[config.mk]
export PLATFORM = sky130hd
export DESIGN_NAME = alu_flags_unit
export DESIGN_NICKNAME = d
export VERILOG_FILES = /design/src/rtl/alu_pkg.sv /design/src/rtl/alu_control.sv /design/src/rtl/alu_datapath.sv /design/src/rtl/alu_cond_eval.sv /design/src/rtl/alu_flags_unit.sv
export SDC_FILE = /design/constraint.sdc
export NUM_CORES = 1
export LEC_CHECK = 0
export BUFFER_PORTS_ARGS = -buffer_cell sky130_fd_sc_hd__clkbuf_2
export CELL_PAD_IN_SITES_DETAIL_PLACEMENT = 1
export CELL_PAD_IN_SITES_GLOBAL_PLACEMENT = 1
export CORE_MARGIN = 5
export CORE_UTILIZATION = 36
export DETAILED_ROUTE_END_ITERATION = 10
export GPL_TIMING_DRIVEN = 0
export HOLD_SLACK_MARGIN = 0.02
export PLACE_DENSITY = 0.8
export SLEW_MARGIN = 20
export SYNTH_ARGS = -nofsm -noshare
export SYNTH_HDL_FRONTEND = slang
export SYNTH_SLANG_ARGS = --single-unit
[constraint.sdc]
create_clock -name clk -period 5.21 [get_ports clk]
set_input_delay 0.2605 -clock clk [delete_from_list [all_inputs] [get_ports clk]]
set_output_delay 0.2605 -clock clk [all_outputs]
set_load 0.01 [all_outputs]
[src/rtl/alu_pkg.sv]
package alu_pkg;

  typedef enum logic [3:0] {
    OP_ADD = 4'd0,
    OP_ADC = 4'd1,
    OP_SUB = 4'd2,
    OP_AND = 4'd3,
    OP_ORR = 4'd4,
    OP_EOR = 4'd5,
    OP_BIC = 4'd6,
    OP_MOV = 4'd7,
    OP_MVN = 4'd8,
    OP_CMP = 4'd9,
    OP_TST = 4'd10,
    OP_TEQ = 4'd11
  } aluOp_e;

  typedef enum logic [1:0] {
    LF_AND  = 2'd0,
    LF_OR   = 2'd1,
    LF_XOR  = 2'd2,
    LF_PASS = 2'd3
  } logicFn_e;

  // strobes from control to datapath
  typedef struct packed {
    logic     isArith;
    logic     subtract;
    logic     useCarry;
    logic     complementB;
    logicFn_e logicFn;
    logic     writeResult;
    logic     touchFlags;
  } aluCtrl_t;

  typedef struct packed {
    logic n;
    logic z;
    logic c;
    logic v;
  } aluFlags_t;

endpackage

[src/rtl/alu_control.sv]
module alu_control
  import alu_pkg::*;
(
  input  logic [3:0] opcode,
  input  logic       setFlags,
  output aluCtrl_t   ctrl
);

  logic alwaysFlags;
  logic condFlags;

  always_comb begin
    ctrl        = '0;
    ctrl.logicFn = LF_PASS;
    alwaysFlags = 1'b0;
    condFlags   = 1'b0;
    case (opcode)
      OP_ADD: begin ctrl.isArith = 1'b1; ctrl.writeResult = 1'b1; condFlags = 1'b1; end
      OP_ADC: begin ctrl.isArith = 1'b1; ctrl.useCarry = 1'b1; ctrl.writeResult = 1'b1; condFlags = 1'b1; end
      OP_SUB: begin ctrl.isArith = 1'b1; ctrl.subtract = 1'b1; ctrl.complementB = 1'b1;
                    ctrl.writeResult = 1'b1; condFlags = 1'b1; end
      OP_AND: begin ctrl.logicFn = LF_AND; ctrl.writeResult = 1'b1; condFlags = 1'b1; end
      OP_ORR: begin ctrl.logicFn = LF_OR;  ctrl.writeResult = 1'b1; condFlags = 1'b1; end
      OP_EOR: begin ctrl.logicFn = LF_XOR; ctrl.writeResult = 1'b1; condFlags = 1'b1; end
      OP_BIC: begin ctrl.logicFn = LF_AND; ctrl.complementB = 1'b1; ctrl.writeResult = 1'b1; condFlags = 1'b1; end
      OP_MOV: begin ctrl.logicFn = LF_PASS; ctrl.writeResult = 1'b1; condFlags = 1'b1; end
      OP_MVN: begin ctrl.logicFn = LF_PASS; ctrl.complementB = 1'b1; ctrl.writeResult = 1'b1; condFlags = 1'b1; end
      OP_CMP: begin ctrl.isArith = 1'b1; ctrl.subtract = 1'b1; ctrl.complementB = 1'b1; alwaysFlags = 1'b1; end
      OP_TST: begin ctrl.logicFn = LF_AND; alwaysFlags = 1'b1; end
      OP_TEQ: begin ctrl.logicFn = LF_XOR; alwaysFlags = 1'b1; end
      default: ;
    endcase
    ctrl.touchFlags = alwaysFlags | (condFlags & setFlags);
  end

endmodule

[src/rtl/alu_datapath.sv]
module alu_datapath
  import alu_pkg::*;
#(
  parameter int W = 32
) (
  input  logic         clk,
  input  logic         rstN,
  input  aluCtrl_t     ctrl,
  input  logic [W-1:0] opA,
  input  logic [W-1:0] opB,
  input  logic         shiftCarry,
  output logic [W-1:0] result,
  output aluFlags_t    flagQ
);

  localparam int MSB = W - 1;

  logic [W-1:0] bEff;
  logic         carryIn;
  logic [W:0]   adderOut;
  logic [W-1:0] logicRes;
  logic         overflow;
  aluFlags_t    flagD;

  assign bEff     = ctrl.complementB ? ~opB : opB;
  assign carryIn  = ctrl.subtract | (ctrl.useCarry & flagQ.c);
  assign adderOut = {1'b0, opA} + {1'b0, bEff} + {{W{1'b0}}, carryIn};
  assign overflow = (opA[MSB] == bEff[MSB]) && (adderOut[MSB] != opA[MSB]);

  always_comb begin
    case (ctrl.logicFn)
      LF_AND:  logicRes = opA & bEff;
      LF_OR:   logicRes = opA | bEff;
      LF_XOR:  logicRes = opA ^ bEff;
      default: logicRes = bEff;
    endcase
  end

  assign result = ctrl.isArith ? adderOut[W-1:0] : logicRes;

  always_comb begin
    flagD.n = result[MSB];
    flagD.z = (result == '0);
    flagD.c = ctrl.isArith ? adderOut[W] : shiftCarry;
    flagD.v = ctrl.isArith ? overflow : flagQ.v;
  end

  always_ff @(posedge clk or negedge rstN) begin
    if (!rstN)               flagQ <= '0;
    else if (ctrl.touchFlags) flagQ <= flagD;
  end

endmodule

[src/rtl/alu_cond_eval.sv]
module alu_cond_eval
  import alu_pkg::*;
(
  input  aluFlags_t  flagQ,
  input  logic [3:0] condCode,
  output logic       condPass
);

  logic sameSign;

  assign sameSign = (flagQ.n == flagQ.v);

  always_comb begin
    case (condCode)
      4'd0:    condPass = flagQ.z;
      4'd1:    condPass = !flagQ.z;
      4'd2:    condPass = flagQ.c;
      4'd3:    condPass = !flagQ.c;
      4'd4:    condPass = flagQ.n;
      4'd5:    condPass = !flagQ.n;
      4'd6:    condPass = flagQ.v;
      4'd7:    condPass = !flagQ.v;
      4'd8:    condPass = flagQ.c && !flagQ.z;
      4'd9:    condPass = !flagQ.c || flagQ.z;
      4'd10:   condPass = sameSign;
      4'd11:   condPass = !sameSign;
      4'd12:   condPass = !flagQ.z && sameSign;
      4'd13:   condPass = flagQ.z || !sameSign;
      4'd14:   condPass = 1'b1;
      default: condPass = 1'b0;
    endcase
  end

endmodule

[src/rtl/alu_flags_unit.sv]
module alu_flags_unit
  import alu_pkg::*;
#(
  parameter int W = 32
) (
  input  logic         clk,
  input  logic         rstN,
  input  logic [W-1:0] opA,
  input  logic [W-1:0] opB,
  input  logic         shiftCarry,
  input  logic [3:0]   opcode,
  input  logic         setFlags,
  input  logic [3:0]   condCode,
  output logic [W-1:0] result,
  output logic         resultValid,
  output logic [3:0]   flags,
  output logic         condPass
);

  aluCtrl_t  ctrl;
  aluFlags_t flagQ;

  alu_control uCtrl (
    .opcode   (opcode),
    .setFlags (setFlags),
    .ctrl     (ctrl)
  );

  alu_datapath #(.W(W)) uPath (
    .clk        (clk),
    .rstN       (rstN),
    .ctrl       (ctrl),
    .opA        (opA),
    .opB        (opB),
    .shiftCarry (shiftCarry),
    .result     (result),
    .flagQ      (flagQ)
  );

  alu_cond_eval uCond (
    .flagQ    (flagQ),
    .condCode (condCode),
    .condPass (condPass)
  );

  assign resultValid = ctrl.writeResult;
  assign flags       = flagQ;

endmodule

==> flow_summary.ini, run 1 <==
[yosys]
synth_top_area_cell = ha_1
synthTopCellsByCount = 80 x inv_1, 73 x o21ai_0, 71 x nand2_1, 70 x a21oi_1, 64 x ha_1
yosysTopAreaCellShare = 0.149
yosysSeqAreaShare = 0.0187
yosysWarnings = 0
yosys_register_bits = 4
ys_top_cells_by_area = ha_1 15%, o21ai_0 6.8%, a21oi_1 6.5%, inv_1 5.6%, nand2_1 5.0%
synthCells = 822
synth_cell_types = 76
synth_flop_cell = dfrtp_1
yosysMostFrequentCell = inv_1
syn_area_um2 = 5370
avgSynthCellArea_um2 = 6.53
synth_fp_nets = 964
synth-edff-count = 0
synthArstFlopShare = 1.00

[sta]
rsz0062_at_grt = no
slew_headroom = 0.358
fin_skew_ns = 0.00136
fin_crit_sh = 0.977
hold_viol = 0
worst_hold_slack_ns = 0.370
fmax_mhz = 196
finalMaxSlewViolations = 0
worstMarginPinSlew_ns = 0.961
setup_viol = 0
period_minus_slack_ns = 5.09

[worst_setup_path]
r2r_slack_ns = 0.70
timing.rr.start = uPath.flagQ[1]$_DFFE_PN0P_
max_stage_delay_ns = 0.62
r2r-end = uPath.flagQ[2]$_DFFE_PN0P_
required_ns = 5.32
path_class = in -> reg
critical_path_depth = 19
crit_path_end = uPath.flagQ[2]$_DFFE_PN0P_
cp-end-kind = flop
path_max_fanout = 19
setup.worst_path.start = opcode[1]
crit_arrival_ns = 5.20
rr_worst_depth = 14
crit_family = simple AND/OR/NAND/NOR gates
start_kind = primary input
crit_buf_inv = 4
crit_chain = clkbuf_2, or3b_4, a21boi_4, buf_8, buf_12, xnor2_4, inv_1, fa_2, fa_2, nor2b_4, o2111ai_2, a2111oi_2, nor2_1, nand4_1, nand3_1, or4_1, nor4_1, nand4_1, o41ai_2
slowest_stage = a2111oi_2

[min_path]
hold_class = in -> reg

[job]
cap_violations = 0

[global_routing]
grt_pass1_wl_um = 36000
grt_max_degree = 20
overflow = 0
track_usage = 0.246
grt_pass1_vias = 6788
antenna_found_initial = 0

[final_layout]
layout-drive-gt1-share = 0.180
fin_area_um2 = 6390
largestRegisters = uPath.flagQ x4
top_register = uPath.flagQ
fin_util = 0.438
n_antenna_cell = 0
layout.nets = 1082
largest_reg_flops = 4
area_growth_pct = 19.2

[die]
die-area_um2 = 17400
die_h_um = 132
fp-row-count = 44
num_io_pins = 114
die_x_um = 132
initial_utilization = 0.368
fp.coreArea_um2 = 14600

[cts]
clock-sinks = 4
clkLatencyLatePin_ns = 0.22
clk_pin_slew_ns = 0.03
clockBufferDepth = 2
cts_buffers = 3
clock-root-buffer = clkbuf_16
cts_tree = built
htreeDepth = 1

[detailed_routing]
vias_per_cell = 6.16
vias = 6909
drc = 0
wl_per_cell_um = 20.4
drtIter0Drc = 663
drt-total-wl_um = 22900
ant_nets = 0
first_pass_iters = 5

[placement]
hpwl_um = 18600
place_congestion = 0.951
port_buffers = 110
placed_area_um2 = 6150

[pwr]
leakagePower_nw = 3.05
p_per_area_nw_per_um2 = 185
ir_drop_uv = 94.3

[status]
status = finished clean
-- layer usage --
metal | up-vias | routed length, um | global-route usage
met1 | 3387 | 10200 | 0.335
li1 | 3240 | - | -
met3 | 41 | 1250 | 0.0168
met5 | - | 0 | 0
met2 | 241 | 11000 | 0.428
met4 | 0 | 499 | 0.0486
-- kinds of logic after synthesis --
family                   share of synthesized area
AO/OA/AOI/OAI                                0.396
XOR/XNOR                                    0.0830
adder cells (fa/ha/maj)                      0.159
buffers and inverters                        0.114
flip-flops                                  0.0187
multiplexers                                0.0170
AND/OR/NAND/NOR                              0.213
-- through the flow --
step	setup TNS [ns]	instances	power, W	worst slack, ns
final	0	1122	0.00118	0.120
after global routing	0	1122	0.00128	0.0246
after CTS	0	1119	0.00116	0.00648
after detailed placement	-8.82	1116	0.00102	-1.47
after global placement	-8.17	1116	0.000994	-1.37
after floorplan	0	822	0.000698	0.0119
-- report_power, final --
part	leakage [nW]	switching, W	total [W]	internal, W
Clock	0.0370	0.0000211	0.000119	0.0000980
Combinational	2.96	0.000642	0.00102	0.000377
Sequential	0.0504	0.00000931	0.0000458	0.0000364
Total	3.05	0.000672	0.00118	0.000511
-- tightest hold or removal path: stages --
cell and delay (ns):
clkbuf_2 0.11, xnor2_1 0.12, o41ai_1 0.06
-- area by class of cell --
type                    count  area, um2
fillers                  1989       8200
multi-input cells         671       4740
repair buffers            117        606
plain buffers              60        327
inverters                  83        315
well taps                 184        230
flip-flops and latches      4        100
clock buffers               3       75.1
-- cell usage in the layout, fill, tap and decap left out, types with 4 or more instances in the layout --
master / count
mux2i_1: 8
xnor2_1: 27
o221ai_1: 5
clkbuf_1: 32
a211oi_1: 8
o22ai_1: 12
and3_1: 5
buf_1: 5
a221oi_1: 10
o21a_1: 8
a221o_1: 11
o211a_1: 5
o211ai_1: 10
inv_1: 79
a211o_1: 8
nand2_1: 71
buf_6: 4
a22oi_1: 13
a21o_1: 18
a31oi_1: 12
o221a_2: 5
nand2b_1: 7
nand4_1: 10
dfrtp_1: 4
o31ai_1: 5
nor3_1: 20
clkbuf_2: 112
buf_2: 6
nor2_1: 49
xor2_1: 21
or3_1: 6
nor2b_1: 12
nor3b_1: 9
ha_1: 64
o21ai_0: 72
buf_4: 12
nand3_1: 19
a21oi_1: 70
-- repair_timing --
action,4_1_cts,5_1_grt
pin swaps,5,4
resized for setup,28,10
endpoints found under the setup margin,14,3
hold buffers,1,0
endpoints found under the hold margin,4,0
setup buffers,3,3
-- worst min-delay path by stage --
stage / start / endpoint / slack (ns) / cells past startpoint
2_1_floorplan: rstN / uPath.flagQ[0]$_DFFE_PN0P_ / -0.04 / 0
3_3_place_gp: rstN / uPath.flagQ[2]$_DFFE_PN0P_ / 0.07 / 1
3_5_place_dp: rstN / uPath.flagQ[3]$_DFFE_PN0P_ / 0.07 / 1
4_1_cts: opA[31] / uPath.flagQ[0]$_DFFE_PN0P_ / 0.37 / 3
5_1_grt: rstN / uPath.flagQ[2]$_DFFE_PN0P_ / 0.41 / 2
6_report: opA[31] / uPath.flagQ[0]$_DFFE_PN0P_ / 0.37 / 3
Note: power is estimated with default switching activity, not from simulation.
==> run 2, diff against run 1 <==
--- a/config.mk
+++ b/config.mk
@@ -6,14 +6,14 @@
 export NUM_CORES = 1
 export LEC_CHECK = 0
 export BUFFER_PORTS_ARGS = -buffer_cell sky130_fd_sc_hd__clkbuf_2
-export CELL_PAD_IN_SITES_DETAIL_PLACEMENT = 1
-export CELL_PAD_IN_SITES_GLOBAL_PLACEMENT = 1
+export CELL_PAD_IN_SITES_DETAIL_PLACEMENT = 0
+export CELL_PAD_IN_SITES_GLOBAL_PLACEMENT = 2
 export CORE_MARGIN = 5
-export CORE_UTILIZATION = 36
+export CORE_UTILIZATION = 28
 export DETAILED_ROUTE_END_ITERATION = 10
 export GPL_TIMING_DRIVEN = 0
 export HOLD_SLACK_MARGIN = 0.02
-export PLACE_DENSITY = 0.8
+export PLACE_DENSITY = 0.81
 export SLEW_MARGIN = 20
 export SYNTH_ARGS = -nofsm -noshare
 export SYNTH_HDL_FRONTEND = slang
==> run 2 against run 1 <==
Wire length up 1.0%. Die area rose by 26%. Critical path type unchanged. Non-clock buffer count rose by 7. Global-route usage shrank 4.7 points.
==> flow_summary.ini, run 2 (synthesis gave the netlist of run 1 again) <==
[worst_setup_path]
crit_arrival_ns = 5.16
path_max_fanout = 10
path_class = in -> reg
setup.worst_path.start = opcode[1]
cpMostUsedCell = fa_2
start_kind = primary input
slowest_stage = fa_2
crit_chain = buf_2, or3b_4, a21boi_4, buf_12, buf_16, xnor2_4, inv_1, fa_2, fa_2, nor3_1, a311oi_1, a31oi_1, o211a_1, or4b_1, or4_4, a2111oi_4, and4b_1, nand4_1, o41ai_2
cp-end-kind = flop
max_stage_delay_ns = 0.61
required_ns = 5.32
timing.rr.start = uPath.flagQ[1]$_DFFE_PN0P_

[pwr]
leakagePower_nw = 3.09
internal_power_w = 0.000527
pwr-share-clk = 0.098
ir_drop_uv = 76.7
power.switching_w = 0.000677
seqPwrFrac = 0.038
switching_share = 0.562
p_total_w = 0.00120
p_per_area_nw_per_um2 = 183
comb_power_share = 0.864

[global_routing]
grt_max_degree = 20
antenna_found_initial = 0
grt_pass1_wl_um = 35500
grt_pass1_vias = 6378
overflow = 0
track_usage = 0.199

[placement]
place_congestion = 0.917
port_buffers = 110
hpwl_um = 18700

[cts]
clock-root-buffer = clkbuf_16
cts_tree = built
clock-sinks = 4
htreeDepth = 1
clk_pin_slew_ns = 0.03
cts_buffers = 3
clockBufferDepth = 2
clkLatencyLatePin_ns = 0.22

[sta]
fmax_mhz = 198
fin_crit_sh = 0.969
setup_viol = 0
worstMarginPinSlew_ns = 0.922
worst_hold_slack_ns = 0.337
fin_tns_setup_ns = 0
period_minus_slack_ns = 5.05
fin_skew_ns = 0.000852
finalMaxSlewViolations = 0
hold_viol = 0
slew_headroom = 0.384

[die]
die_x_um = 148
die_h_um = 148
fp-row-count = 50
initial_utilization = 0.286
fp.coreArea_um2 = 18800
num_io_pins = 114
die-area_um2 = 22000

[final_layout]
area_growth_pct = 22.7
largest_reg_flops = 4
num-fill-cells = 2105
largestRegisters = uPath.flagQ x4
layout_commonest_cell = clkbuf_2
final_cell_mix = 110 x clkbuf_2, 79 x inv_1, 71 x nand2_1, 71 x o21ai_0, 68 x a21oi_1
n_antenna_cell = 0
layout.nets = 1089
layout-drive-gt1-share = 0.192
fin_util = 0.351
top_register = uPath.flagQ

[detailed_routing]
wl_per_cell_um = 19.7
first_pass_iters = 5
vias = 6690
ant_nets = 0
drc = 0
drt-total-wl_um = 23200
vias_per_cell = 5.67
drtIter0Drc = 678

[min_path]
hold_class = in -> reg
worstHoldStart = shiftCarry

[job]
cap_violations = 0

[status]
status = finished clean
[run 2: worst paths after layout]
kind | to | slack, ns | cells past startpoint
max | uPath.flagQ[2]$_DFFE_PN0P_ | 0.16 | 19
min | uPath.flagQ[1]$_DFFE_PN0P_ | 0.34 | 3
min in group asynchronous | uPath.flagQ[2]$_DFFE_PN0P_ | 0.40 | 2
max in group asynchronous | uPath.flagQ[3]$_DFFE_PN0P_ | 4.69 | 2
max reg2reg | uPath.flagQ[2]$_DFFE_PN0P_ | 0.68 | 14
min reg2reg | uPath.flagQ[2]$_DFFE_PN0P_ | 0.62 | 2
[run 2: layout make-up]
type | instances | area, um2 | share of cell area
Buffer | 58 | 332 | 0.0504
Clock buffer | 3 | 75.1 | 0.0114
Sequential cell | 4 | 100 | 0.0152
Timing Repair Buffer | 126 | 673 | 0.102
Inverter | 83 | 315 | 0.0479
Tap cell | 234 | 293 | 0.0445
Multi-Input combinational cell | 671 | 4800 | 0.728
[run 2: timing repair]
item / in CTS / in global routing
hold endpoints to repair: 4 / 0
pin swaps: 1 / 10
setup endpoints to repair: 17 / 4
gates resized for setup: 30 / 26
hold buffers: 1 / 0
buffers inserted: 1 / 14
[run 2: power groups by stage]
stage | clock [W] | sequential (W) | combinational [W]
after floorplan | 0 | 0.0000454 | 0.000653
after global placement | 0 | 0.0000456 | 0.000974
after detailed placement | 0 | 0.0000459 | 0.000972
after CTS | 0.000119 | 0.0000456 | 0.000994
after global routing | 0.000122 | 0.0000464 | 0.00114
final | 0.000118 | 0.0000452 | 0.00104
[run 2: stage by stage]
step,worst slack (ns),std cells,instance area [um2]
final,0.161,1179,6580
after detailed placement,-1.62,1166,6210
after CTS,-0.0909,1169,6400
after floorplan,0.0119,822,5370
after global placement,-1.64,1166,6210
after global routing,-0.0189,1179,6580
[run 2: worst max-delay path: cells and delay by family]
kind,cells,cell delay (ns)
AND/OR/NAND/NOR,6,1.89
AO/OA/AOI/OAI,6,1.29
adder cells (fa/ha/maj),2,1.00
buffers and inverters,4,0.57
XOR/XNOR,1,0.13
[run 2: routing by layer]
metal  part of all wire  GRT usage  vias up  routed length, um
li1                   -          -     3263                  -
met1               0.48      0.284     3164              11000
met2               0.46      0.329      240              10700
met3              0.047     0.0165       23               1100
met4              0.013     0.0370        0                299
met5                  0          0        -                  0
